### src/rtl/maskbar_pkg.sv
package maskbar_pkg;
  localparam int WORD_W = 32;
  localparam int BE_W   = WORD_W / 8;
  localparam int REG_AW = 2;

  localparam logic [REG_AW-1:0] OFS_MASK = 2'd0;
  localparam logic [REG_AW-1:0] OFS_BASE = 2'd1;
  localparam logic [REG_AW-1:0] OFS_STAT = 2'd2;

  localparam logic [WORD_W-1:0] MEM_ADDR_MASK = ~32'h0000_000F;
  localparam logic [WORD_W-1:0] IO_ADDR_MASK  = ~32'h0000_0003;

  function automatic logic [WORD_W-1:0] lane_merge(
      input logic [WORD_W-1:0] old_v,
      input logic [WORD_W-1:0] new_v,
      input logic [BE_W-1:0]   be);
    logic [WORD_W-1:0] r;
    r = old_v;
    for (int i = 0; i < BE_W; i++) begin
      if (be[i]) r[i*8 +: 8] = new_v[i*8 +: 8];
    end
    return r;
  endfunction

  function automatic logic [WORD_W-1:0] addr_bits_of(input logic [WORD_W-1:0] m);
    return m[0] ? (m & IO_ADDR_MASK) : (m & MEM_ADDR_MASK);
  endfunction

  function automatic logic [WORD_W-1:0] attr_bits_of(input logic [WORD_W-1:0] m);
    return m[0] ? 32'h0000_0001 : {28'h0, m[3:0]};
  endfunction
endpackage

### src/rtl/maskbar_rst_sync.sv
module maskbar_rst_sync #(
  parameter int STAGES = 2
) (
  input  logic clk,
  input  logic rst_n,
  output logic rst_ns
);
  logic [STAGES-1:0] chain_q;
  logic [STAGES-1:0] chain_d;

  always_comb chain_d = {chain_q[STAGES-2:0], 1'b1};

  always_ff @(posedge clk or negedge rst_n) begin
    if (!rst_n) chain_q <= '0;
    else        chain_q <= chain_d;
  end

  assign rst_ns = chain_q[STAGES-1];
endmodule

### src/rtl/maskbar_maskreg.sv
module maskbar_maskreg
  import maskbar_pkg::*;
#(
  parameter logic [WORD_W-1:0] MASK_RESET = 32'hFFFF_FFC1
) (
  input  logic              clk,
  input  logic              rst_ns,
  input  logic              wr_en,
  input  logic [BE_W-1:0]   be,
  input  logic [WORD_W-1:0] wdata,
  output logic [WORD_W-1:0] mask_q
);
  logic [WORD_W-1:0] mask_d;
  logic [WORD_W-1:0] merged;
  logic              load;

  always_comb begin
    merged = lane_merge(mask_q, wdata, be);
    if (merged[0]) merged[1] = 1'b0;
    load   = wr_en && (|be);
    mask_d = merged;
  end

  always_ff @(posedge clk or negedge rst_ns) begin
    if (!rst_ns)   mask_q <= MASK_RESET;
    else if (load) mask_q <= mask_d;
  end
endmodule

### src/rtl/maskbar_basereg.sv
module maskbar_basereg
  import maskbar_pkg::*;
#(
  parameter logic [WORD_W-1:0] MASK_RESET = 32'hFFFF_FFC1
) (
  input  logic              clk,
  input  logic              rst_ns,
  input  logic              base_wr,
  input  logic              mask_wr,
  input  logic [BE_W-1:0]   be,
  input  logic [WORD_W-1:0] wdata,
  input  logic [WORD_W-1:0] mask_in,
  output logic [WORD_W-1:0] bar_value,
  output logic [WORD_W-1:0] addr_bits,
  output logic              pending
);
  logic [WORD_W-1:0] store_q, store_d;
  logic [WORD_W-1:0] act_q, act_d;
  logic              pend_d;
  logic              load;

  always_comb begin
    load    = base_wr && (|be);
    store_d = lane_merge(store_q, wdata, be);
    act_d   = mask_in;
    pend_d  = pending;
    if (mask_wr && (|be)) pend_d = 1'b1;
    if (load)             pend_d = 1'b0;
  end

  always_ff @(posedge clk or negedge rst_ns) begin
    if (!rst_ns) begin
      store_q <= '0;
      act_q   <= MASK_RESET;
    end else if (load) begin
      store_q <= store_d;
      act_q   <= act_d;
    end
  end

  always_ff @(posedge clk or negedge rst_ns) begin
    if (!rst_ns) pending <= 1'b0;
    else         pending <= pend_d;
  end

  always_comb begin
    addr_bits = addr_bits_of(act_q);
    bar_value = (store_q & addr_bits) | attr_bits_of(act_q);
  end
endmodule

### src/rtl/maskbar_decode.sv
module maskbar_decode
  import maskbar_pkg::*;
(
  input  logic [WORD_W-1:0] bus_addr,
  input  logic              bus_is_io,
  input  logic [WORD_W-1:0] bar_value,
  input  logic [WORD_W-1:0] addr_bits,
  output logic              hit
);
  logic [WORD_W-1:0] diff;
  logic              enabled;
  logic              kind_ok;

  always_comb begin
    diff    = (bus_addr ^ bar_value) & addr_bits;
    enabled = |addr_bits;
    kind_ok = (bus_is_io == bar_value[0]);
    hit     = enabled && kind_ok && (diff == '0);
  end
endmodule

### src/rtl/maskbar_window.sv
module maskbar_window
  import maskbar_pkg::*;
#(
  parameter logic [31:0] MASK_RESET = 32'hFFFF_FFC1
) (
  input  logic        clk,
  input  logic        rst_n,
  input  logic [1:0]  reg_addr,
  input  logic        reg_wr,
  input  logic [3:0]  reg_be,
  input  logic [31:0] reg_wdata,
  output logic [31:0] reg_rdata,
  input  logic [31:0] bus_addr,
  input  logic        bus_is_io,
  output logic        hit
);
  logic              rst_ns;
  logic              mask_wr;
  logic              base_wr;
  logic [WORD_W-1:0] mask_q;
  logic [WORD_W-1:0] bar_value;
  logic [WORD_W-1:0] addr_bits;
  logic              pending;

  maskbar_rst_sync #(.STAGES(2)) u_rst (
    .clk(clk), .rst_n(rst_n), .rst_ns(rst_ns)
  );

  always_comb begin
    mask_wr = reg_wr && (reg_addr == OFS_MASK);
    base_wr = reg_wr && (reg_addr == OFS_BASE);
  end

  maskbar_maskreg #(.MASK_RESET(MASK_RESET)) u_mask (
    .clk(clk), .rst_ns(rst_ns), .wr_en(mask_wr), .be(reg_be),
    .wdata(reg_wdata), .mask_q(mask_q)
  );

  maskbar_basereg #(.MASK_RESET(MASK_RESET)) u_base (
    .clk(clk), .rst_ns(rst_ns), .base_wr(base_wr), .mask_wr(mask_wr),
    .be(reg_be), .wdata(reg_wdata), .mask_in(mask_q),
    .bar_value(bar_value), .addr_bits(addr_bits), .pending(pending)
  );

  maskbar_decode u_dec (
    .bus_addr(bus_addr), .bus_is_io(bus_is_io), .bar_value(bar_value),
    .addr_bits(addr_bits), .hit(hit)
  );

  always_comb begin
    unique case (reg_addr)
      OFS_MASK: reg_rdata = mask_q;
      OFS_BASE: reg_rdata = bar_value;
      OFS_STAT: reg_rdata = {31'h0, pending};
      default:  reg_rdata = '0;
    endcase
  end
endmodule

### config.mk
export PLATFORM = sky130hd
export DESIGN_NAME = maskbar_window
export DESIGN_NICKNAME = d
export VERILOG_FILES = /design/src/rtl/maskbar_pkg.sv /design/src/rtl/maskbar_rst_sync.sv /design/src/rtl/maskbar_maskreg.sv /design/src/rtl/maskbar_basereg.sv /design/src/rtl/maskbar_decode.sv /design/src/rtl/maskbar_window.sv
export SDC_FILE = /design/constraint.sdc
export NUM_CORES = 1
export LEC_CHECK = 0
export BUFFER_PORTS_ARGS = -buffer_cell sky130_fd_sc_hd__clkbuf_2
export CAP_MARGIN = 20
export CORE_UTILIZATION = 55
export CTS_CLUSTER_DIAMETER = 60
export DETAILED_ROUTE_END_ITERATION = 16
export PLACE_DENSITY = 0.85
export SLEW_MARGIN = 20
export SYNTH_ARGS = -nofsm -noshare
export SYNTH_HDL_FRONTEND = slang
export SYNTH_SLANG_ARGS = --single-unit
### constraint.sdc
create_clock -name clk -period 4.1 [get_ports clk]
set_input_delay 0.82 -clock clk [delete_from_list [all_inputs] [get_ports clk]]
set_output_delay 0.82 -clock clk [all_outputs]
set_load 0.02 [all_outputs]
==> summary.md <==
| Metric | Value |
|---|---|
| Total number of vias | `between 3,000 and 4,000` |
| Initial DRC count | `about 250` |
| Mapped Area | `4800 sq um` |
| Worst hold path class | `in -> async` |
| Later-pin clock latency in the skew report | `around 370 ps` |
| Sequential-to-total area share from yosys stat | `0.520` |
| Io pins | `~110` |
| Finished Layout Cells | `between 600 and 700` |
| CP required | `approximately 3300 ps` |
| Post-CTS Setup Bufs | `0` |
| Die W | `roughly 95 um` |
| Core area | `approximately 8300 sq um` |
| Number of distinct library cells after synthesis | `31` |
| Worst clock skew | `4.57 ps` |
| Met1 usage | `0.359` |
| Final Setup Violations | `0` |
| Die area | `9110 sq um` |
| Lkg Pwr | `roughly 2.5 nW` |
| Async SR Flop Fraction | `1.00` |
| Main synth FF type | `dfstp_2` |
| CTS Buf Count | `9` |
| Syn nets | `528` |
| H-Tree Depth | `3` |
| Power Dens Cells | `488 nW/um^2` |
| WL final | `11,900 um` |
| Worst-Margin Slew | `855 ps` |
| Clock power frac | `0.210` |
| Share of post-route cells with drive strength above 1 | `0.438` |
| Min Tclk post-route | `3150 ps` |
| Nets | `626` |
| Post_cts resized | `0` |
| Synthesis-stage register bit count | `just under 100` |
| Reg-to-reg endpoint | `u_mask.mask_q[27]` |
| EDFF count, synth | `0` |
| Fmax | `317 MHz` |
| RSZ-0062 raised after global routing | `no` |
| DP Cell Count | `645` |
| Worst vdd ir | `roughly 0.22 mV` |
| Clock buffer depth | `2` |
| Final number of hold-violating endpoints | `0` |
| Via density | `between 5 and 6` |
| Slew Viols, Final | `0` |
| # diodes | `0` |
| Max_slew headroom | `0.430` |
| DR DRC count | `0` |
| Worst R2R Path Depth | `1` |
| TNS Setup | `0 ps` |
| Crit path launch type | `input pin` |
| Crit Path Category | `in -> out` |
| Met3 Track Usage GR | `0.0478` |
| Commonest non-fill, non-tap cells in the layout | `clkbuf_2, nand2_1, mux2_2` |
| Slowest cell on the critical path | `clkbuf_2` |
| Tcrit/Tclk final | `0.769` |
| Overflow left after global routing | `0` |
| Maxcap violations | `0` |
| Dpl hpwl | `8530 um` |
| Met2 GRT Util | `0.468` |
| Comb power frac | `0.229` |
| Hold bufs inserted after CTS | `0` |
| Final core utilization | `0.668` |
| Max FO, Critical Path | `36` |
| Synth Warn # | `0` |
| Synthesized instance count | `approximately 450` |
| Pin count of the biggest net entering global routing | `68` |
| Wire per inst | `18.0 um` |
| FF-to-FF setup slack | `2690 ps` |
| CTS tree | `yes` |
| DRT Pass-1 Iters | `5` |
| Net switching power | `894 uW` |
| CTS root buf | `clkbuf_8` |
| Number of global-route vias before repair | `between 3,000 and 4,000` |
| ANT nets after route | `0` |
| Number of I/O port buffers | `about 100` |
| Routability Congestion | `between 0.8 and 0.9` |
| Seq pwr share | `0.560` |
| Initial core utilization | `0.576` |
| First-pass GRT wire length | `18,800 um` |
| Row Count | `33` |
| Most used routing layer | `met2` |
| Commonest non-fill, non-tap cell in the layout | `clkbuf_2` |
| Cell internal pwr | `around 1.8 mW` |
| CP most frequent cell | `clkbuf_2` |
| Syn avg cell area | `approximately 11 sq um` |
| Die Height | `95.4 um` |
| Status | `finished, final reports clean` |
| Worst EP arrival | `approximately 2300 ps` |
| Total global-route track usage | `0.277` |
| Slowest stage delay, CP | `480 ps` |
| Area delta synth->final | `16.1%` |
| Crit path capture type | `output pin` |
| Initial antenna violation count | `0` |
| Fin Hold WS | `around 220 ps` |
| Clk pin slew, worst setup/hold paths | `90 ps` |
| CP Cell Sequence | `clkbuf_2 > buf_4 > nand3_1 > a21oi_1 > clkbuf_2` |
| Sw Share | `0.329` |
| RR Startpoint | `u_rst.chain_q[1]` |
| Sink Count | `97` |
[routing by layer]
| layer | wire, um | up-vias |
|---|---|---|
| met5 | 0 | - |
| met3 | 763 | 30 |
| met1 | 4970 | 1871 |
| li1 | - | 1757 |
| met4 | 258 | 0 |
| met2 | 5940 | 182 |
[cells by family after synthesis]
logic type                after synthesis  share of synthesized area
AOI/OAI and AO/OA                      54                     0.0675
xor gates and xnor gates               31                     0.0565
buffers and inverters                  24                     0.0253
DFF                                    97                      0.520
muxes                                  62                      0.145
other                                   1                   0.000781
and+or+nand+nor                       185                      0.185
[flip-flops by register name (all words and copies together), names as in the netlist]
name,cells
u_base.act_q,32
u_rst.chain_q,2
u_base.pending,1
u_base.store_q,30
u_mask.mask_q,32
[power groups by stage]
stage | Sequential (mW) | Clock, mW | Combinational [mW]
6_report | 1.52 | 0.572 | 0.623
3_3_place_gp | 1.51 | 0 | 0.591
4_1_cts | 1.52 | 0.577 | 0.622
3_5_place_dp | 1.53 | 0 | 0.618
2_1_floorplan | 1.45 | 0 | 0.446
5_1_grt | 1.56 | 0.611 | 0.687
[cell usage after synthesis, drive strengths merged, types with 2 or more instances]
cell    instances  area (sq um)
inv             2          7.51
o21ai           4          20.0
nand2b         31           194
nor2            2          7.51
a21oi          32           160
a32oi           2          17.5
a22o            2          17.5
a22oi           9          67.6
and2            5          31.3
xor2           31           272
nand3          30           150
buf             5          50.0
mux2           61           687
clkbuf         17          63.8
dfrtp          43          1080
nand2         100           383
dfstp          54          1420
nor4            9          56.3
o211ai          2          15.0
nand4           4          25.0
[worst max-delay path: cells and delay by family]
kind | cells | cell delay, ps
buffers and inverters | 3 | 1130
AO/OA/AOI/OAI | 1 | 240
AND/OR/NAND/NOR | 1 | 120
[through the flow]
stage               total power [mW]  setup WS [ps]  area [sq um]
CTS                             2.72            992          5560
global placement                2.10           1010          5390
floorplan                       1.90           1110          4800
finish                          2.72            947          5580
global route                    2.85            832          5580
detailed placement              2.15            998          5390
[cell type report]
type                       count  area [sq um]
clock buffer                  12           145
clock inverter                 4          28.8
fill                         649          2770
inverter                       2          7.51
multi-input combinational    333          2190
sequential                    97          2500
tap                          105           131
timing repair buffer         109           578
[worst max path at each step]
stage | slack, ps | end | start
finish | 950 | reg_rdata[10] | reg_addr[0]
global placement | 1010 | hit | bus_addr[28]
detailed placement | 1000 | reg_rdata[10] | reg_addr[0]
floorplan | 1110 | hit | bus_addr[28]
global route | 830 | reg_rdata[10] | reg_addr[0]
CTS | 990 | reg_rdata[10] | reg_addr[0]
Note: power is estimated with default switching activity, not from simulation.
